[config.mk]
export PLATFORM = sky130hd
export DESIGN_NAME = pw_capture_timer
export DESIGN_NICKNAME = d
export VERILOG_FILES = /design/src/rtl/cap_timer_pkg.sv /design/src/rtl/cap_edge_unit.sv /design/src/rtl/cap_core.sv /design/src/rtl/pw_capture_timer.sv
export SDC_FILE = /design/constraint.sdc
export NUM_CORES = 1
export LEC_CHECK = 0
export BUFFER_PORTS_ARGS = -buffer_cell sky130_fd_sc_hd__buf_2
export CAP_MARGIN = 20
export CORE_ASPECT_RATIO = 1.75
export CORE_MARGIN = 8
export CORE_UTILIZATION = 45
export CTS_CLUSTER_DIAMETER = 100
export DETAILED_ROUTE_END_ITERATION = 7
export PLACE_DENSITY = 0.76
export SYNTH_ARGS = -nofsm -noshare
export SYNTH_HDL_FRONTEND = slang
export SYNTH_HIERARCHICAL = 1
export SYNTH_SLANG_ARGS = --single-unit
[constraint.sdc]
create_clock -name clk -period 3 [get_ports clk]
set_input_delay 0.75 -clock clk [delete_from_list [all_inputs] [get_ports clk]]
set_output_delay 0.75 -clock clk [all_outputs]
set_load 0.1 [all_outputs]
[src/rtl/cap_timer_pkg.sv]
package cap_timer_pkg;

  typedef enum logic [1:0] {
    EDGE_OFF  = 2'b00,
    EDGE_RISE = 2'b01,
    EDGE_FALL = 2'b10,
    EDGE_BOTH = 2'b11
  } edge_mode_e;

endpackage

[src/rtl/cap_edge_unit.sv]
module cap_edge_unit
  import cap_timer_pkg::*;
(
  input  logic       clk,
  input  logic       rst_n,
  input  logic       smp_en,
  input  logic       pin,
  input  logic [1:0] mode,
  output logic       hit
);

  logic meta_q, sync_q, last_q;
  logic last_d;
  logic rise, fall;
  edge_mode_e sel;

  always_comb begin
    sel    = edge_mode_e'(mode);
    rise   = sync_q & ~last_q;
    fall   = ~sync_q & last_q;
    last_d = smp_en ? sync_q : last_q;
    hit    = 1'b0;
    if (smp_en) begin
      case (sel)
        EDGE_RISE: hit = rise;
        EDGE_FALL: hit = fall;
        EDGE_BOTH: hit = rise | fall;
        default:   hit = 1'b0;
      endcase
    end
  end

  always_ff @(posedge clk or negedge rst_n) begin
    if (!rst_n) begin
      meta_q <= 1'b0;
      sync_q <= 1'b0;
      last_q <= 1'b0;
    end else begin
      meta_q <= pin;
      sync_q <= meta_q;
      last_q <= last_d;
    end
  end

endmodule

[src/rtl/cap_core.sv]
module cap_core #(
  parameter int NCH = 4,
  parameter int CW  = 16
) (
  input  logic              clk,
  input  logic              rst_n,
  input  logic              run,
  input  logic              cnt_en,
  input  logic [NCH-1:0]    hit,
  input  logic              ovf_clr,
  output logic [NCH*CW-1:0] cap_data,
  output logic [NCH-1:0]    cap_irq,
  output logic              ovf_irq,
  output logic              ovf_flag
);

  localparam logic [CW-1:0] CMAX = '1;

  logic [CW-1:0]  cnt_q, cnt_d;
  logic [CW-1:0]  cap_q [NCH];
  logic [CW-1:0]  cap_d [NCH];
  logic [NCH-1:0] cirq_q, cirq_d;
  logic           oirq_q, oirq_d;
  logic           flag_q, flag_d;
  logic           any_hit;

  always_comb begin
    any_hit = |hit;
    cnt_d   = cnt_q;
    cirq_d  = '0;
    oirq_d  = 1'b0;
    for (int i = 0; i < NCH; i++) cap_d[i] = cap_q[i];
    if (!run) begin
      cnt_d = '0;
    end else if (cnt_en) begin
      if (any_hit) begin
        cnt_d  = '0;
        cirq_d = hit;
        for (int i = 0; i < NCH; i++) if (hit[i]) cap_d[i] = cnt_q;
      end else if (cnt_q == CMAX) begin
        cnt_d  = '0;
        oirq_d = 1'b1;
      end else begin
        cnt_d = cnt_q + 1'b1;
      end
    end
    if (oirq_d)       flag_d = 1'b1;
    else if (ovf_clr) flag_d = 1'b0;
    else              flag_d = flag_q;
  end

  always_ff @(posedge clk or negedge rst_n) begin
    if (!rst_n) begin
      cnt_q  <= '0;
      cirq_q <= '0;
      oirq_q <= 1'b0;
      flag_q <= 1'b0;
      for (int i = 0; i < NCH; i++) cap_q[i] <= '0;
    end else begin
      cnt_q  <= cnt_d;
      cirq_q <= cirq_d;
      oirq_q <= oirq_d;
      flag_q <= flag_d;
      for (int i = 0; i < NCH; i++) cap_q[i] <= cap_d[i];
    end
  end

  for (genvar g = 0; g < NCH; g++) begin : g_out
    assign cap_data[g*CW +: CW] = cap_q[g];
  end

  assign cap_irq  = cirq_q;
  assign ovf_irq  = oirq_q;
  assign ovf_flag = flag_q;

  AST_IDLE_QUIET: assert property (@(posedge clk) disable iff (!rst_n)
    !run |=> (cnt_q == '0 && cirq_q == '0 && !oirq_q));
  AST_STROBE_HOLD: assert property (@(posedge clk) disable iff (!rst_n)
    (run && !cnt_en) |=> ($stable(cnt_q) && cirq_q == '0 && !oirq_q));
  AST_CAPTURE_CLEARS: assert property (@(posedge clk) disable iff (!rst_n)
    (|cirq_q) |-> (cnt_q == '0 && !oirq_q));
  AST_WRAP_PULSE: assert property (@(posedge clk) disable iff (!rst_n)
    oirq_q |-> (cnt_q == '0 && flag_q));
  AST_FLAG_STICKY: assert property (@(posedge clk) disable iff (!rst_n)
    (flag_q && !ovf_clr) |=> flag_q);
  AST_CAPTURE_BEATS_WRAP: assert property (@(posedge clk) disable iff (!rst_n)
    (run && cnt_en && (|hit) && cnt_q == CMAX) |=> !oirq_q);

  for (genvar g = 0; g < NCH; g++) begin : g_chk
    AST_CAPTURE_VALUE: assert property (@(posedge clk) disable iff (!rst_n)
      cirq_q[g] |-> (cap_q[g] == $past(cnt_q)));
    if (g > 0) begin : g_same
      AST_SAME_VALUE: assert property (@(posedge clk) disable iff (!rst_n)
        (cirq_q[0] && cirq_q[g]) |-> (cap_q[0] == cap_q[g]));
    end
  end

endmodule

[src/rtl/pw_capture_timer.sv]
module pw_capture_timer #(
  parameter int NCH = 4,
  parameter int CW  = 16
) (
  input  logic              clk,
  input  logic              rst_n,
  input  logic              run,
  input  logic              cnt_en,
  input  logic              ovf_clr,
  input  logic [NCH-1:0]    cap_in,
  input  logic [2*NCH-1:0]  edge_sel,
  output logic [NCH*CW-1:0] cap_data,
  output logic [NCH-1:0]    cap_irq,
  output logic              ovf_irq,
  output logic              ovf_flag
);

  logic [NCH-1:0] hit;

  for (genvar g = 0; g < NCH; g++) begin : g_ch
    cap_edge_unit u_edge (
      .clk    (clk),
      .rst_n  (rst_n),
      .smp_en (cnt_en),
      .pin    (cap_in[g]),
      .mode   (edge_sel[2*g +: 2]),
      .hit    (hit[g])
    );
  end

  cap_core #(.NCH(NCH), .CW(CW)) u_core (
    .clk      (clk),
    .rst_n    (rst_n),
    .run      (run),
    .cnt_en   (cnt_en),
    .hit      (hit),
    .ovf_clr  (ovf_clr),
    .cap_data (cap_data),
    .cap_irq  (cap_irq),
    .ovf_irq  (ovf_irq),
    .ovf_flag (ovf_flag)
  );

  AST_IRQ_NEEDS_RUN: assert property (@(posedge clk) disable iff (!rst_n)
    (cap_irq != '0) |-> $past(run && cnt_en));

endmodule

# [Word-level counts from Yosys, hierarchy flattened]
# Cells that the tools add are included.
[op_classes] shifts=0 reduce_logical=6 n_mul=0 eq_ne=14 n_addsub=1 div=0 n_mux=21 bitwise=20 n_lt_le_gt_ge=0
[op_table] operator="$mux W16" count=4
[op_table] operator="$add A16 B1 Y16 const B" count=1
[op_table] operator="$eq A16 B16 Y1 const B" count=1
[op_table] operator="$eq A2 B2 Y1 const B" count=8
[op_table] operator="$reduce_and A4 Y1" count=4
[op_table] operator="$mux W4" count=3
[op_table] operator="$pmux W1 S3" count=4
[op_table] operator="$mux W1" count=10
[op_table] operator="$and A1 B1 Y1" count=8
[op_table] operator="$eq A2 B1 Y1 const B" count=4
[op_table] operator="$not A1 Y1" count=8
[op_table] operator="$or A1 B1 Y1" count=4
[op_table] operator="$reduce_or A4 Y1" count=1
[op_table] operator="$ne A2 B1 Y1 const B" count=1
[op_table] operator="$reduce_bool A2 Y1" count=1
[totals] ram_bits=0 n_memories=0 wordCells=82 romBits=0 out_inout_bits=70 latchBits=0 regBits=98 inputBits=17

# [Depth between registers and ports, before layout]
[depth] depth_word=10 mapped_depth=9 ltp_nobuf=8

# [Cells and area by module]
# The synthesis kept the hierarchy.
[modules_own_cells] mod="cap_core" cells_each=279 instances=1 seq_area_each_um2=2152.1 area_each_um2=3493.4
[modules_own_cells] mod="cap_edge_unit" cells_each=14 instances=4 seq_area_each_um2=75.1 area_each_um2=146.4

# [Worst setup path after synthesis]
# No wires, ideal clock.
[synth_timing] path_kind="input port to flip-flop" startpoint="in edge_sel[1]" endpoint="reg u_core.cnt_q[14]" setup_slack_ns=0.886 setup_time_ns=0.126 path_buffers=1 arrival_time_ns=1.988 required_time_ns=2.874 path_stages=7 path_cell_list="nand2b_1 a311oi_1 nor4_1 nand2_1 clkbuf_1 nor2_1 a221o_1"
[synth_via] elab_chain_cells=7 word_cells_on_any_way=9 classes_between="eq/ne (3); mux (5); reduce/logical (1)"
[synth_rtl] element="from (decl)" line_no="pw_capture_timer.sv:11" rtl="input logic [2*NCH-1:0] edge_sel,"
[synth_rtl] element="$eq A2 B2 Y1 / $eq A2 B1 Y1 (equally long branches)" line_no="cap_edge_unit.sv:24" rtl="case (sel)"
[synth_rtl] element="$pmux W1 S3 *" line_no="cap_edge_unit.sv:24"
[synth_rtl] element="$mux W1 *" line_no="cap_edge_unit.sv:23" rtl="if (smp_en) begin"
[synth_rtl] element="via hit[0]" line_no="pw_capture_timer.sv:18" rtl="logic [NCH-1:0] hit;"
[synth_rtl] element="$reduce_or A4 Y1 *" line_no="cap_core.sv:28" rtl="any_hit = |hit;"
[synth_rtl] element="$mux W16 *" line_no="cap_core.sv:36" rtl="if (any_hit) begin"
[synth_rtl] element="$mux W16 *" line_no="cap_core.sv:35" rtl="end else if (cnt_en) begin"
[synth_rtl] element="$mux W16 *" line_no="cap_core.sv:33" rtl="if (!run) begin"
[synth_rtl] element="to (signal assigned)" line_no="cap_core.sv:60" rtl="cnt_q <= cnt_d;"
[synth_rtl] element="to (decl)" line_no="cap_core.sv:19" rtl="logic [CW-1:0] cnt_q, cnt_d;"
# The timed path passes the listed nets; every way through them passes the cells marked *. The select of a mux whose other input is x is not followed.
# A chain may end at the register's enable or synchronous reset.

# [Worst setup path after layout]
[layout_timing] startpoint="reg g_ch[0].u_edge.sync_q" endpoint="reg u_core.cnt_q[14]"
[layout_via] elab_chain_cells=9 word_cells_on_any_way=10 classes_between="mux (5); bitwise (4); reduce/logical (1)"
[layout_rtl] element="from (decl)" line_no="cap_edge_unit.sv:12" rtl="logic meta_q, sync_q, last_q;"
[layout_rtl] element="from (signal assigned)" line_no="cap_edge_unit.sv:40" rtl="sync_q <= meta_q;"
[layout_rtl] element="$not A1 Y1" line_no="cap_edge_unit.sv:20" rtl="fall = ~sync_q & last_q;"
[layout_rtl] element="$and A1 B1 Y1" line_no="cap_edge_unit.sv:20"
[layout_rtl] element="$or A1 B1 Y1" line_no="cap_edge_unit.sv:27" rtl="EDGE_BOTH: hit = rise | fall;"
[layout_rtl] element="$pmux W1 S3 *" line_no="cap_edge_unit.sv:24"
[layout_rtl] element="$mux W1 *" line_no="cap_edge_unit.sv:23"
[layout_rtl] element="via hit[0]" line_no="pw_capture_timer.sv:18"
[layout_rtl] element="$reduce_or A4 Y1 *" line_no="cap_core.sv:28"
[layout_rtl] element="$mux W16 *" line_no="cap_core.sv:36"
[layout_rtl] element="$mux W16 *" line_no="cap_core.sv:35"
[layout_rtl] element="$mux W16 *" line_no="cap_core.sv:33"
# Marks and branches as above.

==> reports/metrics.cfg <==
[clocking]
root_buffer = clkbuf_16
cts_buffers = 9
cts_tree = done
insertion_delay_ps = 330
htree_levels = 3
postCtsSetupBuffers = 0
clk_pin_slew_worst_paths_ps = 60
cts_hold_buffers = 0
cts.path.max_buffers = 2
ctsResizeCount = 0
clock_sinks = 98

[sta]
tns_ps = 0
clock_skew_ps = 6.492
worst_hold_slack_ps = 355.8
setup_viol = 0
period_share_pct = 79.61
clock.fmax_mhz = 418.7
rsz0062_at_grt = no
tightestPinTransition_ps = 668.1
min_period_ps = 2388
slew_headroom_pct = 55.46
maxSlewViolCount = 0
hold_viol = 0

[critical_path]
worstSetupPathType = reg -> reg
crit_arrival_ps = 2610
end_kind = flop
cp_max_fo = 14
crit_required_ps = 3220
cp-start-kind = flop

[power_and_ir_drop]
clkPwrFrac_pct = 39.7
pwr-share-comb_pct = 10.7
p_sw_uw = 686.4
power.density_nw_per_um2 = 559.2
power.leakage_nw = 2.664
vdd_drop_max_uv = 281.3
finalPower_mw = 2.762
sw_frac_of_total_pct = 24.85
intPower_mw = 2.076
seqPwrFrac_pct = 49.6

[placement]
gp_congestion = 0.8890
port_buffers = 86
hpwlAfterDp_um = 6999

[yosys]
synth_fp_nets = 361
synth_area_um2 = 4079
synth_area_leaders = dfrtp_1 (60%), mux2_2 (14%), nand2_1 (3.2%), ha_1 (2.8%), o21ai_0 (2.6%)
syn_avg_cell_area_um2 = 12.18
syn_inst = 335
synthFlopType = dfrtp_1
synth_warnings = 6
ys_ff_latch = 98
async_flop_share_pct = 100.0
synth.most_common_cell = dfrtp_1
synth_top_area_cell = dfrtp_1
ys_types = 40
synth_edf_count = 0
yosysTopAreaCellShare_pct = 60.12
synth_commonest_cells = dfrtp_1 (98), mux2_2 (52), nand2_1 (35)
ys_seq_area_share_pct = 60.12

[floorplanning]
coreArea_um2 = 8921
pin_count = 87
dieArea_um2 = 12490
start_util_pct = 45.72
die_x_um = 87.97
num_rows = 46
die_y_um = 141.9

[drt]
vias = 2872
wl_per_cell_um = 17.37
drc = 0
first_pass_iters = 4
ant_nets = 0
drtIter0Drc = 119
via_per_inst = 5.289
routed_wirelength_um = 9434

[grt]
grt_max_degree = 52
grt_pass1_vias = 3042
track_usage_pct = 16.09
grt_overflow = 0
antenna_found_initial = 0
grt_pass1_wl_um = 15300

[cells_and_area]
areaGrowthSynthToFinish_pct = 21.10
layout-drive-gt1-share_pct = 37.35
n_antenna_cell = 0
nets = 446

[run]
maxCapViolCount = 0

[hold_path]
hp-class = reg -> reg

[status]
status = complete, no violations

[path summary, 6_finish.rpt]
| kind | slack (ps) | depth (start not counted) | startpoint | end |
|---|---|---|---|---|
| min in group asynchronous | 450 | 1 | rst_n | u_core/cap_data[32]$_DFFE_PN0P_ |
| hold reg to reg | 360 | 0 | g_ch[2].u_edge/meta_q$_DFF_PN0_ | g_ch[2].u_edge/sync_q$_DFF_PN0_ |
| max in group asynchronous | 1850 | 2 | rst_n | u_core/cap_data[11]$_DFFE_PN0P_ |
| setup / recovery | 610 | 9 | g_ch[0].u_edge/sync_q$_DFF_PN0_ | u_core/cnt_q[14]$_DFFE_PN0P_ |
| hold / removal | 360 | 0 | g_ch[2].u_edge/meta_q$_DFF_PN0_ | g_ch[2].u_edge/sync_q$_DFF_PN0_ |
| setup reg to reg | 610 | 9 | g_ch[0].u_edge/sync_q$_DFF_PN0_ | u_core/cnt_q[14]$_DFFE_PN0P_ |
[sequential cells by signal, summed over array words and instances (netlist names)]
register and flops:
g_ch.u_edge/last_q 4, g_ch.u_edge/meta_q 4, g_ch.u_edge/sync_q 4, u_core/cap_data 64, u_core/cap_irq 4, u_core/cnt_q 16
u_core/ovf_flag 1, u_core/ovf_irq 1
[critical path, cell delays in order (launching register included)]
cell,delay (ps)
dfrtp_1,360
inv_1,50
ha_1,270
nand2b_1,150
a311oi_1,490
nor4_1,180
and2_0,190
buf_4,180
o311a_1,140
a221o_1,260
[power by group through the flow]
stage / sequential (mW) / combinational (mW) / clock (mW)
after floorplan: 1.53 / 0.0692 / 0
after global placement: 1.39 / 0.290 / 0
after detailed placement: 1.40 / 0.296 / 0
after CTS: 1.37 / 0.297 / 1.13
after global routing: 1.37 / 0.315 / 1.18
final: 1.37 / 0.294 / 1.10
[metrics by stage]
step                worst slack [ps]  area (um^2)  utilization (%)  cells
finish                         611.6         4940            55.37    543
global route                   544.4         4940            55.37    543
CTS                            680.2         4940            55.37    543
detailed placement             523.0         4654            52.17    529
global placement               571.1         4654            52.17    529
floorplan                      886.2         4079                -    335
[kinds of logic after synthesis]
| kind of cell | synth area share (%) |
|---|---|
| AOI/OAI and AO/OA | 9.111 |
| DFF | 60.12 |
| and+or+nand+nor | 9.847 |
| buffers and inverters | 3.803 |
| adders and majority gates | 2.761 |
| muxes | 14.36 |
[layout make-up]
class,count,area (um^2)
inverter,20,75.07
tap,120,150.1
timing repair buffer,94,505.5
fill,750,3981
multi-input combinational,197,1471
clock buffer,12,246.5
sequential,98,2452
clock inverter,2,38.79
[cell usage in the layout (no fill, tap or decap), types with 2 or more instances in the layout]
cell	netlist	routed
a21o_1	4	4
a21oi_1	4	4
a311oi_1	4	4
a31oi_1	8	8
and3_1	5	5
and4_1	4	4
buf_2	1	85
buf_4	1	8
clkbuf_1	18	2
clkbuf_16	0	9
dfrtp_1	98	98
ha_1	9	9
inv_1	20	20
mux2_2	52	52
nand2_1	35	35
nand2b_1	11	11
nand3_1	8	8
nand4_1	3	3
nor2_1	4	4
o2111ai_1	3	3
o21ai_0	21	21
o22ai_1	3	3
[routing by layer]
metal | wire, um | global-route usage [%] | vias up | part of all wire, %
met5 | 0 | 0 | - | 0
met4 | 191 | 7.664 | 0 | 2.0
met3 | 522 | 3.933 | 14 | 5.5
met2 | 5326 | 29.00 | 90 | 56
met1 | 3394 | 16.61 | 1424 | 36
li1 | - | - | 1344 | -
Power figures use the tool's default switching activity.
